**src/rtl/cam_cmd_pkg.sv**
```systemverilog
package cam_cmd_pkg;
  typedef enum logic [1:0] {
    STEP_KEEP  = 2'b00,
    STEP_UP    = 2'b01,
    STEP_DOWN  = 2'b10,
    STEP_KEEP2 = 2'b11
  } step_mode_e;

  typedef enum logic {
    DEC_IDLE,
    DEC_WAIT_ADDR
  } dec_state_e;

  // command class that moves a value into the address register
  localparam logic [3:0] CLS_LOAD_AR = 4'hA;
endpackage

```
**src/rtl/cam_cmd_addr_reg.sv**
```systemverilog
module cam_cmd_addr_reg
  import cam_cmd_pkg::*;
#(
  parameter int ADDR_W = 10
) (
  input  logic              clk,
  input  logic              rst_n,
  input  logic              load_en,
  input  logic [ADDR_W-1:0] load_val,
  input  logic              step_en,
  input  logic [ADDR_W-1:0] step_base,
  input  step_mode_e        mode,
  output logic [ADDR_W-1:0] ar_q
);
  logic [ADDR_W-1:0] stepped;

  // natural modulo-2^ADDR_W arithmetic gives both wrap points
  always_comb begin
    case (mode)
      STEP_UP:   stepped = step_base + ADDR_W'(1);
      STEP_DOWN: stepped = step_base - ADDR_W'(1);
      default:   stepped = step_base;
    endcase
  end

  always_ff @(posedge clk or negedge rst_n) begin
    if (!rst_n) begin
      ar_q <= '0;
    end else if (load_en) begin
      ar_q <= load_val;
    end else if (step_en) begin
      ar_q <= stepped;
    end
  end
endmodule

```
**src/rtl/cam_cmd_decode.sv**
```systemverilog
module cam_cmd_decode
  import cam_cmd_pkg::*;
#(
  parameter int DATA_W   = 16,
  parameter int ADDR_W   = 10,
  parameter int FLAG_BIT = 11
) (
  input  logic              clk,
  input  logic              rst_n,
  input  logic              fire,
  input  logic [DATA_W-1:0] data,
  input  logic [ADDR_W-1:0] ar_q,
  output logic              issue,
  output logic [DATA_W-2:0] issue_cmd,
  output logic [ADDR_W-1:0] issue_addr,
  output logic              load_en,
  output logic [ADDR_W-1:0] load_val
);
  localparam int CLS_W = DATA_W - FLAG_BIT - 1;
  localparam logic [CLS_W-1:0] LOAD_CLS = CLS_W'(CLS_LOAD_AR);

  dec_state_e        state_q;
  logic [DATA_W-1:0] pend_q;
  logic [DATA_W-1:0] issue_word;
  logic [CLS_W-1:0]  cls_in;
  logic [CLS_W-1:0]  cls_pend;
  logic              flag_in;

  assign cls_in   = data[DATA_W-1 -: CLS_W];
  assign cls_pend = pend_q[DATA_W-1 -: CLS_W];
  assign flag_in  = data[FLAG_BIT];

  always_comb begin
    issue      = 1'b0;
    load_en    = 1'b0;
    issue_word = data;
    issue_addr = ar_q;
    load_val   = data[ADDR_W-1:0];
    if (fire) begin
      if (state_q == DEC_WAIT_ADDR) begin
        // this word is the address of the parked instruction
        if (cls_pend == LOAD_CLS) begin
          load_en = 1'b1;
        end else begin
          issue      = 1'b1;
          issue_word = pend_q;
          issue_addr = data[ADDR_W-1:0];
        end
      end else if (!flag_in) begin
        if (cls_in == LOAD_CLS) begin
          load_en = 1'b1;
        end else begin
          issue = 1'b1;
        end
      end
    end
  end

  assign issue_cmd = {issue_word[DATA_W-1:FLAG_BIT+1], issue_word[FLAG_BIT-1:0]};

  always_ff @(posedge clk or negedge rst_n) begin
    if (!rst_n) begin
      state_q <= DEC_IDLE;
      pend_q  <= '0;
    end else if (fire) begin
      if (state_q == DEC_IDLE && flag_in) begin
        state_q <= DEC_WAIT_ADDR;
        pend_q  <= data;
      end else begin
        state_q <= DEC_IDLE;
      end
    end
  end
endmodule

```
**src/rtl/cam_cmd_acc_slot.sv**
```systemverilog
module cam_cmd_acc_slot #(
  parameter int CMD_W  = 15,
  parameter int ADDR_W = 10
) (
  input  logic              clk,
  input  logic              rst_n,
  input  logic              load,
  input  logic [CMD_W-1:0]  cmd_in,
  input  logic [ADDR_W-1:0] addr_in,
  input  logic              out_ready,
  output logic              out_valid,
  output logic [CMD_W-1:0]  cmd_q,
  output logic [ADDR_W-1:0] addr_q,
  output logic              space
);
  assign space = !out_valid || out_ready;

  always_ff @(posedge clk or negedge rst_n) begin
    if (!rst_n) begin
      out_valid <= 1'b0;
      cmd_q     <= '0;
      addr_q    <= '0;
    end else if (load) begin
      out_valid <= 1'b1;
      cmd_q     <= cmd_in;
      addr_q    <= addr_in;
    end else if (out_ready) begin
      out_valid <= 1'b0;
    end
  end
endmodule

```
**src/rtl/cam_cmd_seq.sv**
```systemverilog
module cam_cmd_seq
  import cam_cmd_pkg::*;
#(
  parameter int DATA_W   = 16,
  parameter int ADDR_W   = 10,
  parameter int FLAG_BIT = 11
) (
  input  logic              clk,
  input  logic              rst_n,
  input  logic [1:0]        addr_mode,
  input  logic              cmd_valid,
  output logic              cmd_ready,
  input  logic [DATA_W-1:0] cmd_data,
  output logic              acc_valid,
  input  logic              acc_ready,
  output logic [DATA_W-2:0] acc_cmd,
  output logic [ADDR_W-1:0] acc_addr
);
  localparam int CMD_W = DATA_W - 1;

  logic              fire;
  logic              issue;
  logic [CMD_W-1:0]  issue_cmd;
  logic [ADDR_W-1:0] issue_addr;
  logic              load_en;
  logic [ADDR_W-1:0] load_val;
  logic [ADDR_W-1:0] ar_q;
  logic              space;

  assign cmd_ready = space;
  assign fire      = cmd_valid && space;

  cam_cmd_decode #(
    .DATA_W(DATA_W), .ADDR_W(ADDR_W), .FLAG_BIT(FLAG_BIT)
  ) u_decode (
    .clk(clk), .rst_n(rst_n), .fire(fire), .data(cmd_data), .ar_q(ar_q),
    .issue(issue), .issue_cmd(issue_cmd), .issue_addr(issue_addr),
    .load_en(load_en), .load_val(load_val)
  );

  cam_cmd_addr_reg #(.ADDR_W(ADDR_W)) u_ar (
    .clk(clk), .rst_n(rst_n), .load_en(load_en), .load_val(load_val),
    .step_en(issue), .step_base(issue_addr),
    .mode(step_mode_e'(addr_mode)), .ar_q(ar_q)
  );

  cam_cmd_acc_slot #(.CMD_W(CMD_W), .ADDR_W(ADDR_W)) u_slot (
    .clk(clk), .rst_n(rst_n), .load(issue), .cmd_in(issue_cmd),
    .addr_in(issue_addr), .out_ready(acc_ready), .out_valid(acc_valid),
    .cmd_q(acc_cmd), .addr_q(acc_addr), .space(space)
  );
endmodule

```
**config.mk**
```make
export PLATFORM = sky130hd
export DESIGN_NAME = cam_cmd_seq
export DESIGN_NICKNAME = d
export VERILOG_FILES = /design/src/rtl/cam_cmd_pkg.sv /design/src/rtl/cam_cmd_addr_reg.sv /design/src/rtl/cam_cmd_decode.sv /design/src/rtl/cam_cmd_acc_slot.sv /design/src/rtl/cam_cmd_seq.sv
export SDC_FILE = /design/constraint.sdc
export NUM_CORES = 1
export LEC_CHECK = 0
export BUFFER_PORTS_ARGS = -buffer_cell sky130_fd_sc_hd__buf_2
export CAP_MARGIN = 20
export CORE_ASPECT_RATIO = 1.4
export CORE_UTILIZATION = 40
export CTS_CLUSTER_DIAMETER = 150
export DETAILED_ROUTE_END_ITERATION = 8
export MAX_ROUTING_LAYER = met4
export SLEW_MARGIN = 0
export SYNTH_ARGS = -nofsm -noshare
export SYNTH_HDL_FRONTEND = slang
export SYNTH_HIERARCHICAL = 1
export SYNTH_SLANG_ARGS = --single-unit
```
**constraint.sdc**
```tcl
create_clock -name clk -period 4 [get_ports clk]
set_input_delay 0.6 -clock clk [delete_from_list [all_inputs] [get_ports clk]]
set_output_delay 0.6 -clock clk [all_outputs]
set_load 0.005 [all_outputs]
```
==> results of run 1 <==
metrics by stage:
stage	hold WS, ns	area, µm²
global route	0.3777	3536
detailed placement	0.4864	3442
finish	0.3298	3536
CTS	0.3519	3536
global placement	0.4819	3442
floorplan	0.3044	3283
placed cells by master, fill, tap and decap left out, drive strengths merged, types with 4 or more instances in the layout:
cell,instances
mux2i,7
mux2,60
clkbuf,7
nand3b,7
nand2,11
o21ai,15
xor2,4
nor4,4
nor3,4
a22oi,7
inv,5
nor2b,4
xnor2,5
nor2,12
a21oi,6
buf,53
dfrtp,52
power by group:
group	total [mW]	switching [mW]	internal [mW]
logic	1.03	0.469	0.564
clock network	0.326	0.185	0.141
registers	0.882	0.125	0.757
worst max-delay path: stages, from the launching register on:
cell	delay [ns]
dfrtp_1	0.39
nand2b_1	0.10
and2_1	0.32
nand2_2	0.15
nor2_8	0.21
mux2_4	0.40
xor2_1	0.16
ha_1	0.24
nand4bb_1	0.11
nand4_1	0.27
a221oi_1	0.40
a211oi_2	0.09
mux2i_1	0.14
a221o_1	0.27
cell families (layout without fill, tap and decap cells):
family	Yosys count	after routing	share of synthesized area
DFF	52	52	0.3963
adders and majority gates	3	3	0.01143
muxes	67	67	0.2683
and+or+nand+nor	61	61	0.1174
buffers and inverters	34	66	0.08041
xor gates and xnor gates	9	9	0.02401
AOI/OAI and AO/OA	47	47	0.1021
routing by layer:
layer / vias up / global-route usage / share of wire
met5: - / - / 0
met4: 0 / 0.07275 / 0.019
met3: 9 / 0.02845 / 0.025
met2: 31 / 0.2863 / 0.52
met1: 1096 / 0.2044 / 0.44
li1: 1045 / - / -
flip-flops by register name, indices dropped and copies added, names as in the netlist:
name              count
u_ar/ar_q            10
u_decode/pend_q      15
u_decode/state_q      1
u_slot/addr_q        10
u_slot/cmd_q         15
u_slot/out_valid      1
how the worst max path moves through the flow:
stage,slack [ns],start,endpoint
after detailed placement,0.36,acc_ready,u_ar/ar_q[8]
after CTS,0.66,u_slot/out_valid,u_ar/ar_q[8]
after global placement,0.45,acc_ready,u_ar/ar_q[8]
after floorplan,0.57,acc_ready,u_ar/ar_q[8]
after global routing,0.36,u_slot/out_valid,u_ar/ar_q[8]
final,0.64,u_slot/out_valid,u_ar/ar_q[8]
area by class of cell:
cell class	instances	area, µm²
Clock buffer	7	86.33
Clock inverter	1	7.507
Fill cell	739	4309
Multi-Input combinational cell	187	1719
Timing Repair Buffer	53	277.8
Tap cell	100	125.1
Inverter	5	18.77
Sequential cell	52	1301
==> reports/qor.txt, run 1 <==
Skew-Pair Late Insertion Delay: 0.32 ns
Remaining Overflow, GRT: 0
top cells by area, synth: dfrtp_1 40%, mux2_4 16%, mux2_2 8.2%
total core area: 0.007845 mm²
Final setup viols: 0
Arrival @ worst endpoint: 3.56 ns
I/O Buffers: 48
reg2reg start: u_slot/out_valid
post-synth cell types: 54
CTS clock-pin slew for the worst setup and hold paths: 0.10 ns
startpoint types: flip-flop
die area: 0.008579 mm²
largest net degree at the start of global routing: 33
initial DRC count: 154
Tot GR Track Use: 0.1718
Area Overhead vs Synth: 7.698%
crit path kind: reg -> reg
Finished Core Util: 0.4507
post-cts resize count: 0
Slew Limit Fails: 0
post-CTS setup buffers: 0
RePlAce Congestion: 0.8866
worst setup margin: 0.6386 ns
crit end category: flip-flop
number of flops mapped to enable cells by yosys: 0
Crit path required time: 4.20 ns
Fin Setup TNS: 0 ns
reg2reg setup slack: 0.64 ns
vias in the first global route: 2194
post-DP HPWL: 4.591 mm
Tot Pwr: 2.241 mW
Synth Flop Type: dfrtp_1
Async SR Flop Fraction: 1.000
Horiz. Die Dim: 78.57 µm
sequential area share after synthesis: 0.3963
Post-Layout Cell Count: 405
static leakage: 1.590 nW
Mean Syn Cell Area: 12.03 µm²
worst reg2reg endpoint: u_ar/ar_q[8]
clock buffer depth: 2
WL/cell: 16.23 µm
worst-path fanout max: 13
DR pass1 iterations: 4
number of nets in the layout: 329
most numerous cell in the Yosys netlist: dfrtp_1
Max Cap Viol: 0
R2R cell count: 13
flops & latches, synth: 52
top cell type's share of synthesized area: 0.3963
Post-Place Cells: 397
PD cells: 633.7 mW/mm²
routed via count: 2181
worst relative slew slack: 0.5173
outcome: completed
DRC viols: 0
Hold Vio Cnt, Final: 0
final worst-path cycle share: 0.8403
Clock Skew: 0.009019 ns
Mapped Nets: 298
FP Rows: 38
Min-Delay Path Class: in -> async
RSZ-0062 raised after global routing: no
Antenna Diode Count: 0
first-pass GRT wire length: 11.01 mm
I/O pin total: 49
vias per inst: 5.385
highest clock rate: 297.5 MHz
share of layout cells above drive strength 1: 0.4230
Setup Slack @ Placement: 0.3562 ns
CTS HTree Levels: 2
clock root cell: clkbuf_8
Post-Syn Area: 0.003283 mm²
area leader, netlist: dfrtp_1
Initial Util: 0.4185
post-synthesis cell count: 273
clock sink total: 52
number of antenna-violating nets in the routed design: 0
DRT Wirelength: 6.572 mm
synth cell count leaders: 52 x dfrtp_1, 36 x mux2_4, 24 x mux2_2
antenna violations before repair: 0
min Tclk post-route: 3.361 ns
synth warn: 6
CTS tree: done
CTS Hold Buffers Added: 0
cts bufs inserted: 5
maximum VDD drop: 0.2747 mV
worst slew pin tran: 0.7240 ns
die height: 109.2 µm
No activity file was read; power rests on OpenSTA's default activity.
==> inputs of run 2 (changes only) <==
==> constraint.sdc (replaced) <==
create_clock -name clk -period 3.2 [get_ports clk]
set_input_delay 0.48 -clock clk [delete_from_list [all_inputs] [get_ports clk]]
set_output_delay 0.48 -clock clk [all_outputs]
set_load 0.005 [all_outputs]
==> run 2 against run 1 <==
Compared with the run above: critical path depth did not move; critical endpoint unchanged; maximum frequency up 15%; combinational power grew 28%; highest routed layer unchanged; largest cell class unchanged; first-iteration DRC count rose by 19%; setup slack got worse by 0.35 ns; final area is 0.99% higher; sequential power rose by 26%; via count fell by 0.41%; sequential share of layout area is 0.36 points lower; register-to-register slack lost 0.35 ns.
==> reports/qor.txt, run 2 (synthesis gave the netlist of run 1 again) <==
CP max stage cell: dfrtp_1
min Tclk post-route: 2.913 ns
Skew-Pair Late Insertion Delay: 0.31 ns
clock group share of total power: 0.138
clock buffer depth: 2
crit path kind: reg -> reg
DRC viols: 0
FILL cells: 742
worst slew pin tran: 0.6721 ns
DRT Wirelength: 6.680 mm
M1 WL: 3.004 mm
maximum VDD drop: 0.3467 mV
startpoint types: flip-flop
largest net degree at the start of global routing: 34
most frequent cells in the layout: 52 x dfrtp_1, 48 x buf_2, 36 x mux2_4, 24 x mux2_2, 12 x o21ai_0
die height: 109.2 µm
Arrival @ worst endpoint: 3.11 ns
Max Cap Viol: 0
post-CTS setup buffers: 0
Area Overhead vs Synth: 8.765%
number of antenna-violating nets in the routed design: 0
Initial Util: 0.4185
Tot GR Track Use: 0.1772
CTS Hold Buffers Added: 0
Clock Skew: 0.003677 ns
cts bufs inserted: 5
RePlAce Congestion: 0.8046
outcome: completed
post-DP HPWL: 4.657 mm
multi-input logic area: 0.001728 mm²
Min-Delay Path Class: in -> async
I/O pin total: 49
vias per inst: 5.311
Register Area: 0.001301 mm²
worst-path fanout max: 8
vias in the first global route: 2194
DR pass1 iterations: 4
die area: 0.008579 mm²
final worst-path cycle share: 0.9103
Cell Int Power: 1.851 mW
Post-Place Cells: 401
highest clock rate: 343.3 MHz
worst relative slew slack: 0.5519
RSZ-0062 raised after global routing: no
FP Rows: 38
first-pass GRT wire length: 11.32 mm
Hold Vio Cnt, Final: 0
Crit path required time: 3.40 ns
Comb pwr share: 0.468
routed via count: 2172
Top Layer Used: met4
number of nets in the layout: 333
antenna violations before repair: 0
Fin Setup TNS: 0 ns
I/O Buffers: 48
clock root cell: clkbuf_8
biggest regs: u_decode/pend_q (15), u_slot/cmd_q (15)
Psw: 968.2 µW
static leakage: 1.616 nW
Routed met3 length: 189 µm
CTS HTree Levels: 2
Sequential Power Share: 0.394
share of layout cells above drive strength 1: 0.4337
commonest non-fill, non-tap cell in the layout: dfrtp_1
Slew Limit Fails: 0
CTS clock-pin slew for the worst setup and hold paths: 0.09 ns
PD cells: 789.5 mW/mm²
CP cell instances: nand2b_1 -> and2_4 -> nand2_2 -> nor2_8 -> mux2_4 -> xor2_1 -> ha_1 -> nand4bb_1 -> nand4_1 -> o2bb2ai_1 -> a211oi_2 -> mux2i_1 -> a221o_1
CTS tree: done
dpl cell area: 0.003481 mm²
initial DRC count: 184
clock sink total: 52
Remaining Overflow, GRT: 0
Post-Layout Cell Count: 409
Antenna Diode Count: 0
crit end category: flip-flop
Crit path largest cell delay: 0.39 ns
post-cts resize count: 0
total core area: 0.007845 mm²
Horiz. Die Dim: 78.57 µm
Final setup viols: 0
WL met2: 3.369 mm
Switching Fraction: 0.3434
WL/cell: 16.33 µm
Finished Cell Area: 0.003571 mm²
## run 2: cell types whose count changed in the layout (fill, tap and decap cells not counted)
cell        previous run  this run
a221oi_1               1         0
a221oi_2               0         1
and2_1                 1         0
and2_4                 0         1
buf_4                  5         9
clkbuf_1               1         2
clkinvlp_4             1         0
## run 2: routing by layer
layer	global-route usage	up-vias
li1	-	1047
met1	0.2167	1078
met2	0.2894	40
met3	0.02678	7
met4	0.07672	0
met5	-	-
## run 2: through the flow
step | power, mW | hold WS [ns] | util | setup slack [ns]
4_1_cts | 2.848 | 0.1039 | 0.4552 | 0.2671
3_5_place_dp | 2.441 | 0.4467 | 0.4437 | 0.05211
2_1_floorplan | 2.115 | 0.1844 | - | 0.008554
6_report | 2.819 | 0.1020 | 0.4552 | 0.2870
3_3_place_gp | 2.406 | 0.4493 | 0.4437 | 0.1229
5_1_grt | 3.028 | 0.1292 | 0.4552 | 0.01724
## run 2: critical path, delay by kind of cell (launching register included)
| kind | cells | cell delay, ns |
|---|---|---|
| xor gates and xnor gates | 1 | 0.14 |
| and+or+nand+nor | 6 | 0.91 |
| DFF | 1 | 0.39 |
| AOI/OAI and AO/OA | 3 | 0.71 |
| muxes | 2 | 0.43 |
| adders and majority gates | 1 | 0.22 |
## run 2: power groups by stage
stage / Clock [mW] / Sequential (mW) / Combinational, mW
2_1_floorplan: 0 / 1.10 / 1.01
3_3_place_gp: 0 / 1.11 / 1.29
3_5_place_dp: 0 / 1.12 / 1.32
4_1_cts: 0.409 / 1.11 / 1.33
5_1_grt: 0.434 / 1.15 / 1.44
6_report: 0.389 / 1.11 / 1.32
## run 2: final timing paths
kind                                       endpoint             start  cells past startpoint  slack, ns
worst max register to register         u_ar/ar_q[8]  u_slot/out_valid                     13       0.29
min in group clk                u_decode/pend_q[15]      cmd_data[15]                      2       0.43
worst max-delay path                   u_ar/ar_q[8]  u_slot/out_valid                     13       0.29
worst min-delay path                u_slot/cmd_q[7]             rst_n                      1       0.10
worst min register to register         u_ar/ar_q[4]      u_ar/ar_q[4]                      2       0.51
max in group asynchronous          u_slot/addr_q[1]             rst_n                      2       2.32
## run 2: final cells by class
| class | count | share of cell area |
|---|---|---|
| inverter | 5 | 0.005256 |
| clock buffer | 8 | 0.02523 |
| multi-input combinational | 187 | 0.4839 |
| tap | 100 | 0.03504 |
| timing repair buffer | 57 | 0.08619 |
| sequential | 52 | 0.3644 |
